--- src/rtl/fgb_pkg.sv ---
package fgb_pkg;
  localparam logic [5:0] CA_ID     = 6'h00;
  localparam logic [5:0] CA_HWVER  = 6'h12;
  localparam logic [5:0] CA_SWVER  = 6'h13;
  localparam logic [5:0] CA_PTR3   = 6'h18;
  localparam logic [5:0] CA_PTR2   = 6'h19;
  localparam logic [5:0] CA_PTR1   = 6'h1A;
  localparam logic [5:0] CA_PTR0   = 6'h1B;
  localparam logic [5:0] CA_WINDOW = 6'h3F;

  localparam int unsigned SMP0_BASE = 32'h0000;
  localparam int unsigned SMP1_BASE = 32'h4000;
  localparam int unsigned REG_BASE  = 32'h8000;
  localparam logic [7:0]  MID_SCALE = 8'd128;
endpackage

--- src/rtl/fgb_init_sweep.sv ---
module fgb_init_sweep #(
  parameter int AW = 13
) (
  input  logic          clk,
  input  logic          rst_n,
  output logic          busy,
  output logic [AW-1:0] idx
);
  always_ff @(posedge clk) begin
    if (!rst_n) begin
      busy <= 1'b1;
      idx  <= '0;
    end else if (busy) begin
      if (idx == {AW{1'b1}}) busy <= 1'b0;
      else idx <= idx + 1'b1;
    end
  end

  assert_sweep_step_R2: assert property (@(posedge clk) disable iff (!rst_n)
    (busy && idx != {AW{1'b1}}) |=> (idx == $past(idx) + 1'b1));
endmodule

--- src/rtl/fgb_reg_file.sv ---
module fgb_reg_file #(
  parameter int NCH   = 2,
  parameter int DIV_W = 32,
  parameter int LEN_W = 16,
  localparam int DB   = DIV_W / 8,
  localparam int LB   = LEN_W / 8,
  localparam int NREG = NCH * (1 + DB + LB),
  localparam int IW   = $clog2(NREG)
) (
  input  logic               clk,
  input  logic               rst_n,
  input  logic               we,
  input  logic [IW-1:0]      widx,
  input  logic [7:0]         wdata,
  input  logic [IW-1:0]      ridx,
  output logic [7:0]         rdata,
  output logic [NCH*8-1:0]   rc,
  output logic [NCH*DIV_W-1:0] div,
  output logic [NCH*LEN_W-1:0] len
);
  logic [7:0] regs [NREG];

  always_ff @(posedge clk) begin
    if (!rst_n) begin
      for (int i = 0; i < NREG; i++) regs[i] <= (i < NCH) ? 8'd1 : 8'd0;
    end else if (we && (widx < IW'(NREG))) begin
      regs[widx] <= wdata;
    end
  end

  always_comb begin
    rdata = 8'h00;
    if (ridx < IW'(NREG)) rdata = regs[ridx];
  end

  for (genvar c = 0; c < NCH; c++) begin : g_ch
    assign rc[c*8 +: 8] = regs[c];
    for (genvar b = 0; b < DB; b++) begin : g_div
      assign div[c*DIV_W + (DB-1-b)*8 +: 8] = regs[NCH + c*DB + b];
    end
    for (genvar b = 0; b < LB; b++) begin : g_len
      assign len[c*LEN_W + (LB-1-b)*8 +: 8] = regs[NCH + NCH*DB + c*LB + b];
    end
  end
endmodule

--- src/rtl/fgb_shadow.sv ---
module fgb_shadow #(
  parameter int W = 48
) (
  input  logic         clk,
  input  logic         rst_n,
  input  logic         load,
  input  logic [W-1:0] staged,
  output logic [W-1:0] active
);
  always_ff @(posedge clk) begin
    if (!rst_n)    active <= '0;
    else if (load) active <= staged;
  end

  assert_hold_between_wraps_R8: assert property (@(posedge clk) disable iff (!rst_n)
    !load |=> $stable(active));
endmodule

--- src/rtl/fgb_portal_bridge.sv ---
module fgb_portal_bridge #(
  parameter int         SAMPLE_AW = 13,
  parameter int         DIV_W     = 32,
  parameter int         LEN_W     = 16,
  parameter logic [7:0] HW_ID     = 8'h5A,
  parameter logic [7:0] HW_VER    = 8'h03,
  parameter logic [7:0] SW_VER    = 8'h07
) (
  input  logic                   clk,
  input  logic                   rst_n,
  input  logic                   cs_valid,
  output logic                   cs_ready,
  input  logic                   cs_write,
  input  logic [5:0]             cs_addr,
  input  logic [7:0]             cs_wdata,
  output logic                   rsp_valid,
  output logic [7:0]             rsp_data,
  output logic [1:0]             smp_we,
  output logic [SAMPLE_AW-1:0]   smp_addr,
  output logic [7:0]             smp_data,
  input  logic [1:0]             wrap,
  output logic [15:0]            ch_rc,
  output logic [2*DIV_W-1:0]     ch_div,
  output logic [2*LEN_W-1:0]     ch_len
);
  import fgb_pkg::*;

  localparam int NCH  = 2;
  localparam int NREG = NCH * (1 + DIV_W/8 + LEN_W/8);
  localparam int IW   = $clog2(NREG);
  localparam int SPAN = 1 << SAMPLE_AW;

  logic                 busy;
  logic [SAMPLE_AW-1:0] fill_idx;
  logic [31:0]          dptr;
  logic [15:0]          lo;
  logic                 wr_acc, rd_acc, win_wr;
  logic                 in_smp0, in_smp1, in_reg;
  logic [7:0]           reg_rdata, rd_mux;
  logic [NCH*DIV_W-1:0] st_div;
  logic [NCH*LEN_W-1:0] st_len;

  fgb_init_sweep #(.AW(SAMPLE_AW)) u_sweep (
    .clk(clk), .rst_n(rst_n), .busy(busy), .idx(fill_idx)
  );

  assign cs_ready = !busy;
  assign wr_acc   = cs_valid && cs_ready && cs_write;
  assign rd_acc   = cs_valid && cs_ready && !cs_write;
  assign win_wr   = wr_acc && (cs_addr == CA_WINDOW);
  assign lo       = dptr[15:0];

  assign in_smp0 = (32'(lo) >= SMP0_BASE) && (32'(lo) < SMP0_BASE + 32'(SPAN));
  assign in_smp1 = (32'(lo) >= SMP1_BASE) && (32'(lo) < SMP1_BASE + 32'(SPAN));
  assign in_reg  = (32'(lo) >= REG_BASE)  && (32'(lo) < REG_BASE + 32'(NREG));

  always_ff @(posedge clk) begin
    if (!rst_n) dptr <= '0;
    else if (wr_acc) begin
      case (cs_addr)
        CA_PTR3: dptr[31:24] <= cs_wdata;
        CA_PTR2: dptr[23:16] <= cs_wdata;
        CA_PTR1: dptr[15:8]  <= cs_wdata;
        CA_PTR0: dptr[7:0]   <= cs_wdata;
        default: ;
      endcase
    end
  end

  fgb_reg_file #(.NCH(NCH), .DIV_W(DIV_W), .LEN_W(LEN_W)) u_regs (
    .clk(clk), .rst_n(rst_n),
    .we(win_wr && in_reg), .widx(lo[IW-1:0]), .wdata(cs_wdata),
    .ridx(lo[IW-1:0]), .rdata(reg_rdata),
    .rc(ch_rc), .div(st_div), .len(st_len)
  );

  for (genvar c = 0; c < NCH; c++) begin : g_shadow
    fgb_shadow #(.W(DIV_W + LEN_W)) u_sh (
      .clk(clk), .rst_n(rst_n), .load(wrap[c]),
      .staged({st_len[c*LEN_W +: LEN_W], st_div[c*DIV_W +: DIV_W]}),
      .active({ch_len[c*LEN_W +: LEN_W], ch_div[c*DIV_W +: DIV_W]})
    );
  end

  always_ff @(posedge clk) begin
    if (!rst_n) begin
      smp_we   <= '0;
      smp_addr <= '0;
      smp_data <= '0;
    end else if (busy) begin
      smp_we   <= 2'b11;
      smp_addr <= fill_idx;
      smp_data <= MID_SCALE;
    end else begin
      smp_we   <= {win_wr && in_smp1, win_wr && in_smp0};
      smp_addr <= lo[SAMPLE_AW-1:0];
      smp_data <= cs_wdata;
    end
  end

  always_comb begin
    case (cs_addr)
      CA_ID:     rd_mux = HW_ID;
      CA_HWVER:  rd_mux = HW_VER;
      CA_SWVER:  rd_mux = SW_VER;
      CA_PTR3:   rd_mux = dptr[31:24];
      CA_PTR2:   rd_mux = dptr[23:16];
      CA_PTR1:   rd_mux = dptr[15:8];
      CA_PTR0:   rd_mux = dptr[7:0];
      CA_WINDOW: rd_mux = in_reg ? reg_rdata : 8'h00;
      default:   rd_mux = 8'h00;
    endcase
  end

  always_ff @(posedge clk) begin
    if (!rst_n) begin
      rsp_valid <= 1'b0;
      rsp_data  <= '0;
    end else begin
      rsp_valid <= rd_acc;
      if (rd_acc) rsp_data <= rd_mux;
    end
  end

  assert_fill_midscale_R2: assert property (@(posedge clk) disable iff (!rst_n)
    ($countones(smp_we) == 2) |-> (smp_data == MID_SCALE));

  assert_single_strobe_R5: assert property (@(posedge clk) disable iff (!rst_n)
    ($past(cs_ready) && (smp_we != 2'b00)) |-> ($countones(smp_we) == 1));

  assert_rsp_after_read_R10: assert property (@(posedge clk) disable iff (!rst_n)
    rsp_valid |-> $past(cs_valid && cs_ready && !cs_write));

  assert_undecoded_ignored_R9: assert property (@(posedge clk) disable iff (!rst_n)
    (win_wr && !in_reg) |=> $stable({ch_rc, st_div, st_len}));
endmodule

--- config.mk ---
export PLATFORM = sky130hd
export DESIGN_NAME = fgb_portal_bridge
export DESIGN_NICKNAME = d
export VERILOG_FILES = /design/src/rtl/fgb_pkg.sv /design/src/rtl/fgb_init_sweep.sv /design/src/rtl/fgb_reg_file.sv /design/src/rtl/fgb_shadow.sv /design/src/rtl/fgb_portal_bridge.sv
export SDC_FILE = /design/constraint.sdc
export NUM_CORES = 1
export LEC_CHECK = 0
export BUFFER_PORTS_ARGS = -buffer_cell sky130_fd_sc_hd__buf_2
export CORE_MARGIN = 5
export CORE_UTILIZATION = 28
export CTS_CLUSTER_DIAMETER = 40
export DETAILED_ROUTE_END_ITERATION = 10
export PLACE_DENSITY_LB_ADDON = 0.15
export SETUP_SLACK_MARGIN = 0.02
export SYNTH_ARGS = -nofsm -noshare
export SYNTH_HDL_FRONTEND = slang
export SYNTH_SLANG_ARGS = --single-unit
--- constraint.sdc ---
create_clock -name clk -period 5.35 [get_ports clk]
set_input_delay 1.3375 -clock clk [delete_from_list [all_inputs] [get_ports clk]]
set_output_delay 1.3375 -clock clk [all_outputs]
set_load 0.03 [all_outputs]
==> results of run 1 <==
[layer usage]
layer | track usage, % | part of all wire, % | up-vias
met4 | 3.94 | 1.9 | 0
met5 | 0 | 0 | -
li1 | - | - | 4177
met1 | 22.3 | 46 | 4317
met3 | 3.61 | 5.7 | 55
met2 | 25.8 | 47 | 250
[tightest hold or removal path: stages, from the launching register on]
cell	delay, ns
dfxtp_1	0.32
mux2i_1	0.06
nor2b_1	0.09
[cell usage after synthesis, types with 8 or more instances]
| library cell | n |
|---|---|
| dfxtp_1 | 178 |
| mux2i_1 | 172 |
| nor2b_1 | 148 |
| edfxtp_1 | 128 |
| nor2_1 | 61 |
| clkbuf_1 | 47 |
| and2_1 | 40 |
| nand2_1 | 33 |
| and3_1 | 31 |
| mux4_2 | 21 |
| and3_2 | 17 |
| buf_2 | 17 |
| o21ai_0 | 14 |
| a22o_1 | 13 |
| buf_1 | 11 |
| nand3_1 | 10 |
| a211oi_1 | 8 |
[metrics by stage]
step           util (%)  area (sq um)  total power, uW  hold WS, ns
3_3_place_gp       31.8         14500             3060        0.490
5_1_grt            35.6         16200             6570        0.533
2_1_floorplan         -         13000             2880        0.474
4_1_cts            35.6         16200             6420        0.513
3_5_place_dp       31.8         14500             3060        0.501
6_report           35.6         16200             6340        0.508
[power by group through the flow]
stage	Clock (uW)	Sequential, uW	Combinational [uW]
4_1_cts	3400	2620	396
3_3_place_gp	0	2670	392
3_5_place_dp	0	2670	395
2_1_floorplan	0	2720	160
5_1_grt	3520	2620	420
6_report	3330	2610	390
[registers in the layout, indices dropped and copies added, names as in the netlist, 2 cells and up, named ones only]
name,flops
u_regs.regs,128
g_shadow.u_sh.active,96
dptr,32
smp_addr,13
u_sweep.idx,13
rsp_data,8
smp_data,8
smp_we,2
[worst paths after layout]
path,endpoint,depth (start not counted)
min reg2reg,g_shadow[0].u_sh.active[5],2
max reg2reg,u_regs.regs[8][0],6
min,g_shadow[0].u_sh.active[5],2
max,u_regs.regs[8][0],7
[area by class of cell]
type	count	area share, %
Timing Repair Buffer	192	6.36
Clock inverter	30	2.00
Sequential cell	306	45.6
Clock buffer	63	8.85
Inverter	2	0.0462
Multi-Input combinational cell	691	32.5
Tap cell	600	4.62
[cells by family after synthesis]
| group | after synthesis | synth area share, % |
|---|---|---|
| adders and majority gates | 1 | 0.0965 |
| AOI/OAI and AO/OA | 75 | 4.47 |
| xor gates and xnor gates | 10 | 0.676 |
| buffers and inverters | 80 | 2.60 |
| other | 1 | 0.0289 |
| muxes | 198 | 17.5 |
| DFF | 306 | 57.1 |
| and+or+nand+nor | 391 | 17.5 |
==> impl_metrics.json, run 1 <==
{
  "finalWirelength_mm": 41.7,
  "avgSynthCellArea_sq_um": 12.2,
  "numCtsBuffers": 50,
  "async_reset_ff_share_pct": 0,
  "period_share_pct": 66.9,
  "cts_sinks": 306,
  "start_util_pct": 28.4,
  "synthCells": 1062,
  "grtUsageTotal_pct": 16.1,
  "final_nets": 1264,
  "wl_per_cell_um": 22.1,
  "cts_root_buf": "clkbuf_16",
  "finalSetupTns_ns": 0,
  "critPathBufInv": 2,
  "slowest_delay_ns": 0.63,
  "p_leak_uw": 0.00651,
  "seqCellArea_sq_um": 7410,
  "ctsHoldBuffers": 0,
  "crit_path_top_delay_cell": "nor4_4",
  "dieHeight_um": 225,
  "combPwrFrac_pct": 6.1,
  "core-area_sq_um": 45600,
  "most-common-layout-cells": "dfxtp_1, mux2i_1, buf_2",
  "relSlewSlack_pct": 26.7,
  "status": "finished, final reports clean",
  "cts_buffer_depth": 3,
  "first_pass_iters": 5,
  "antenna_found_initial": 0,
  "synth.area.top_cells": "edfxtp_1, dfxtp_1, mux2i_1",
  "cp_data_required_time_ns": 5.54,
  "skew_ns": 0.0215,
  "critPathKind": "primary input to flip-flop",
  "synthesis.area_sq_um": 13000,
  "cp_max_fo": 20,
  "p_clk_share_pct": 52.6,
  "ys_types": 65,
  "overflow": 0,
  "final_hold_viol_count": 0,
  "ys_warn_count": 0,
  "fmax_mhz": 280,
  "diodes": 0,
  "die_x_um": 225,
  "hold_path.startpoint": "g_shadow[0].u_sh.active[5]",
  "post-route-drc-count": 0,
  "drt_iter0_drc": 619,
  "power_per_cell_area_nw_per_um2": 390,
  "drive_above_1_share_pct": 26.2,
  "p_int_uw": 4790,
  "synthFlopType": "dfxtp_1",
  "cts_tree": "done",
  "synthToLayoutAreaGrowth_pct": 25.3,
  "grt_max_degree": 63,
  "drt-vias-per-instance": 4.67,
  "place_inst": 1791,
  "post_cts_buffers": 0,
  "slew_viol_final": 0,
  "fillCellCount": 4544,
  "r2r_slack_ns": 2.08,
  "num_rows": 78,
  "worstMarginPinSlew_ns": 1.09,
  "end_kind": "flip-flop",
  "r2r_start": "dptr[3]",
  "p_sw_share_pct": 24.5,
  "startpoint": "cs_addr[1]",
  "multi_input_area_sq_um": 5280,
  "path_clk_slew_ns": 0.05,
  "fin_crit_ns": 3.58,
  "synth_top_area_share_pct": 29.6,
  "min_path_type": "flip-flop to flip-flop",
  "cp_cell_sequence": "buf_2, nand2_1, or2_2, nor4_4, nand3b_1, buf_4, o31ai_2",
  "arrival_ns": 3.77,
  "rsz0062_at_grt": "false",
  "port_buffers": 164,
  "hpwl_mm": 29.2,
  "place_ws_ns": 1.18,
  "setup_viol": 0,
  "vias": 8799,
  "power_frac_seq_pct": 41.2,
  "die-area_sq_um": 50700,
  "grt_pass1_vias": 8931,
  "path_delay_family": "simple AND/OR/NAND/NOR gates",
  "finalNonFillerCells": 1884,
  "irDropWorstVdd_uv": 230,
  "ys_seq_area_share_pct": 57.1,
  "crit_path_start_kind": "primary input",
  "layout_commonest_cell": "dfxtp_1",
  "ioPinCount": 165,
  "switching_power_uw": 1550,
  "layout_setup_ws_ns": 1.77,
  "cts_resized": 0,
  "synth_top_area_cell": "edfxtp_1",
  "clock_latency_ns": 0.58,
  "ant_nets": 0,
  "drv_cap": 0,
  "grt_pass1_wl_mm": 61.8,
  "htreeDepth": 2,
  "place_congestion": 0.778,
  "synth_seq_cells": 306,
  "synth_edf_count": 128
}
No activity file was read; power rests on OpenSTA's default activity.
==> run 2: changes to the inputs <==
- clock period: 5.35 -> 3.6 ns (I/O delays scaled with it)
==> impl_metrics.json, run 2 (synthesized netlist as in run 1, its figures left out) <==
{
  "status": "finished, final reports clean",
  "finalWirelength_mm": 41.9,
  "vias": 8897,
  "fillCellCount": 4469,
  "setup_viol": 0,
  "top_layer_used": "met4",
  "start_util_pct": 28.4,
  "seqCellArea_sq_um": 7410,
  "wl_met3_mm": 2.41,
  "first_pass_iters": 5,
  "hpwl_mm": 29.0,
  "skew_ns": 0.0265,
  "overflow": 0,
  "critPathKind": "flip-flop to flip-flop",
  "worstMarginPinSlew_ns": 1.01,
  "most-common-layout-cells": "dfxtp_1, mux2i_1, buf_2",
  "fin_crit_ns": 2.54,
  "largest_reg_flops": 128,
  "cts_tree": "done",
  "end_kind": "flip-flop",
  "multi_input_area_sq_um": 5280,
  "grtUsageTotal_pct": 16.2,
  "drive_above_1_share_pct": 27.7,
  "reg.largest.list": "u_regs.regs x128, g_shadow.u_sh.active x96, dptr x32",
  "drt-vias-per-instance": 4.66,
  "grt_pass1_wl_mm": 61.6,
  "core-area_sq_um": 45600,
  "clock_latency_ns": 0.62,
  "ant_nets": 0,
  "fmax_mhz": 393,
  "met1_length_mm": 19.2,
  "slew_viol_final": 0,
  "port_buffers": 164,
  "cts_resized": 0,
  "cp_data_required_time_ns": 3.90,
  "crit_path_start_kind": "flip-flop",
  "cts_sinks": 306,
  "post_cts_buffers": 0,
  "final_hold_viol_count": 0,
  "antenna_found_initial": 0,
  "post-route-drc-count": 0,
  "period_share_pct": 70.6,
  "arrival_ns": 2.84,
  "grt_pass1_vias": 9065,
  "relSlewSlack_pct": 32.1,
  "hold_slack_ns": 0.507,
  "wl_per_cell_um": 22.0,
  "place_congestion": 0.799,
  "final_nets": 1280,
  "grt_max_degree": 176,
  "path_clk_slew_ns": 0.05,
  "cts_root_buf": "clkbuf_16",
  "rsz0062_at_grt": "false",
  "cts_buffer_depth": 3,
  "drt_iter0_drc": 543,
  "regMostFlops": "u_regs.regs",
  "layout_commonest_cell": "dfxtp_1",
  "die-area_sq_um": 50700,
  "cp_max_fo": 8,
  "htreeDepth": 2,
  "ioPinCount": 165,
  "p_leak_uw": 0.00666,
  "wl_met2_mm": 19.3,
  "power_per_cell_area_nw_per_um2": 607,
  "dieHeight_um": 225,
  "ctsHoldBuffers": 0,
  "drv_cap": 0,
  "synthToLayoutAreaGrowth_pct": 28.1,
  "min_path_type": "flip-flop to flip-flop",
  "numCtsBuffers": 58,
  "die_x_um": 225,
  "finalSetupTns_ns": 0,
  "num_rows": 78,
  "irDropWorstVdd_uv": 416
}
-- run 2: changes by cell type in the layout (fill, tap and decap cells not counted), sizes merged --
| cell | before | now |
|---|---|---|
| diode | 0 | 1 |
| clkbuf | 63 | 59 |
| inv | 12 | 14 |
| clkinvlp | 4 | 16 |
| bufinv | 4 | 8 |
| clkinv | 12 | 15 |
| buf | 192 | 200 |
-- run 2: final cells by class --
| cell class | instances | share of cell area (%) |
|---|---|---|
| tap | 600 | 4.52 |
| inverter | 2 | 0.0452 |
| antenna | 1 | 0.0151 |
| multi-input combinational | 691 | 31.8 |
| clock inverter | 51 | 3.55 |
| sequential | 306 | 44.6 |
| timing repair buffer | 200 | 6.73 |
| clock buffer | 59 | 8.76 |
-- run 2: worst paths after layout --
path	start	endpoint	slack, ns	depth (start not counted)
worst max-delay path	dptr[3]	u_regs.regs[9][2]	1.06	7
worst min register to register	g_shadow[0].u_sh.active[4]	g_shadow[0].u_sh.active[4]	0.51	2
worst min-delay path	g_shadow[0].u_sh.active[4]	g_shadow[0].u_sh.active[4]	0.51	2
worst max register to register	dptr[3]	u_regs.regs[9][2]	1.06	7
-- run 2: stage by stage --
stage | setup WS, ns | area (sq um) | util (%) | total power [uW] | cells
finish | 1.06 | 16600 | 36.4 | 10100 | 1910
global placement | 0.593 | 14600 | 31.9 | 4550 | 1799
detailed placement | 0.594 | 14600 | 31.9 | 4550 | 1799
global route | 0.925 | 16600 | 36.4 | 10400 | 1909
CTS | 0.984 | 16600 | 36.4 | 10200 | 1909
floorplan | 0.358 | 13000 | - | 4280 | 1077
-- run 2: metal layers --
layer	vias to the layer above	track usage, %
met3	86	4.30
li1	4216	-
met2	250	25.7
met5	-	0
met4	0	4.88
met1	4345	21.7
-- run 2: power breakdown --
part | switching (uW) | internal (uW)
Clock | 2030 | 3580
Combinational | 385 | 200
Sequential | 119 | 3770
Total | 2540 | 7550
-- run 2: worst max-delay path: stages, from the launching register on --
cell	delay, ns
dfxtp_1	0.30
and2_2	0.22
a2111o_1	0.50
nor4_4	0.28
buf_4	0.23
nand3b_1	0.24
o21ai_0	0.26
buf_4	0.20
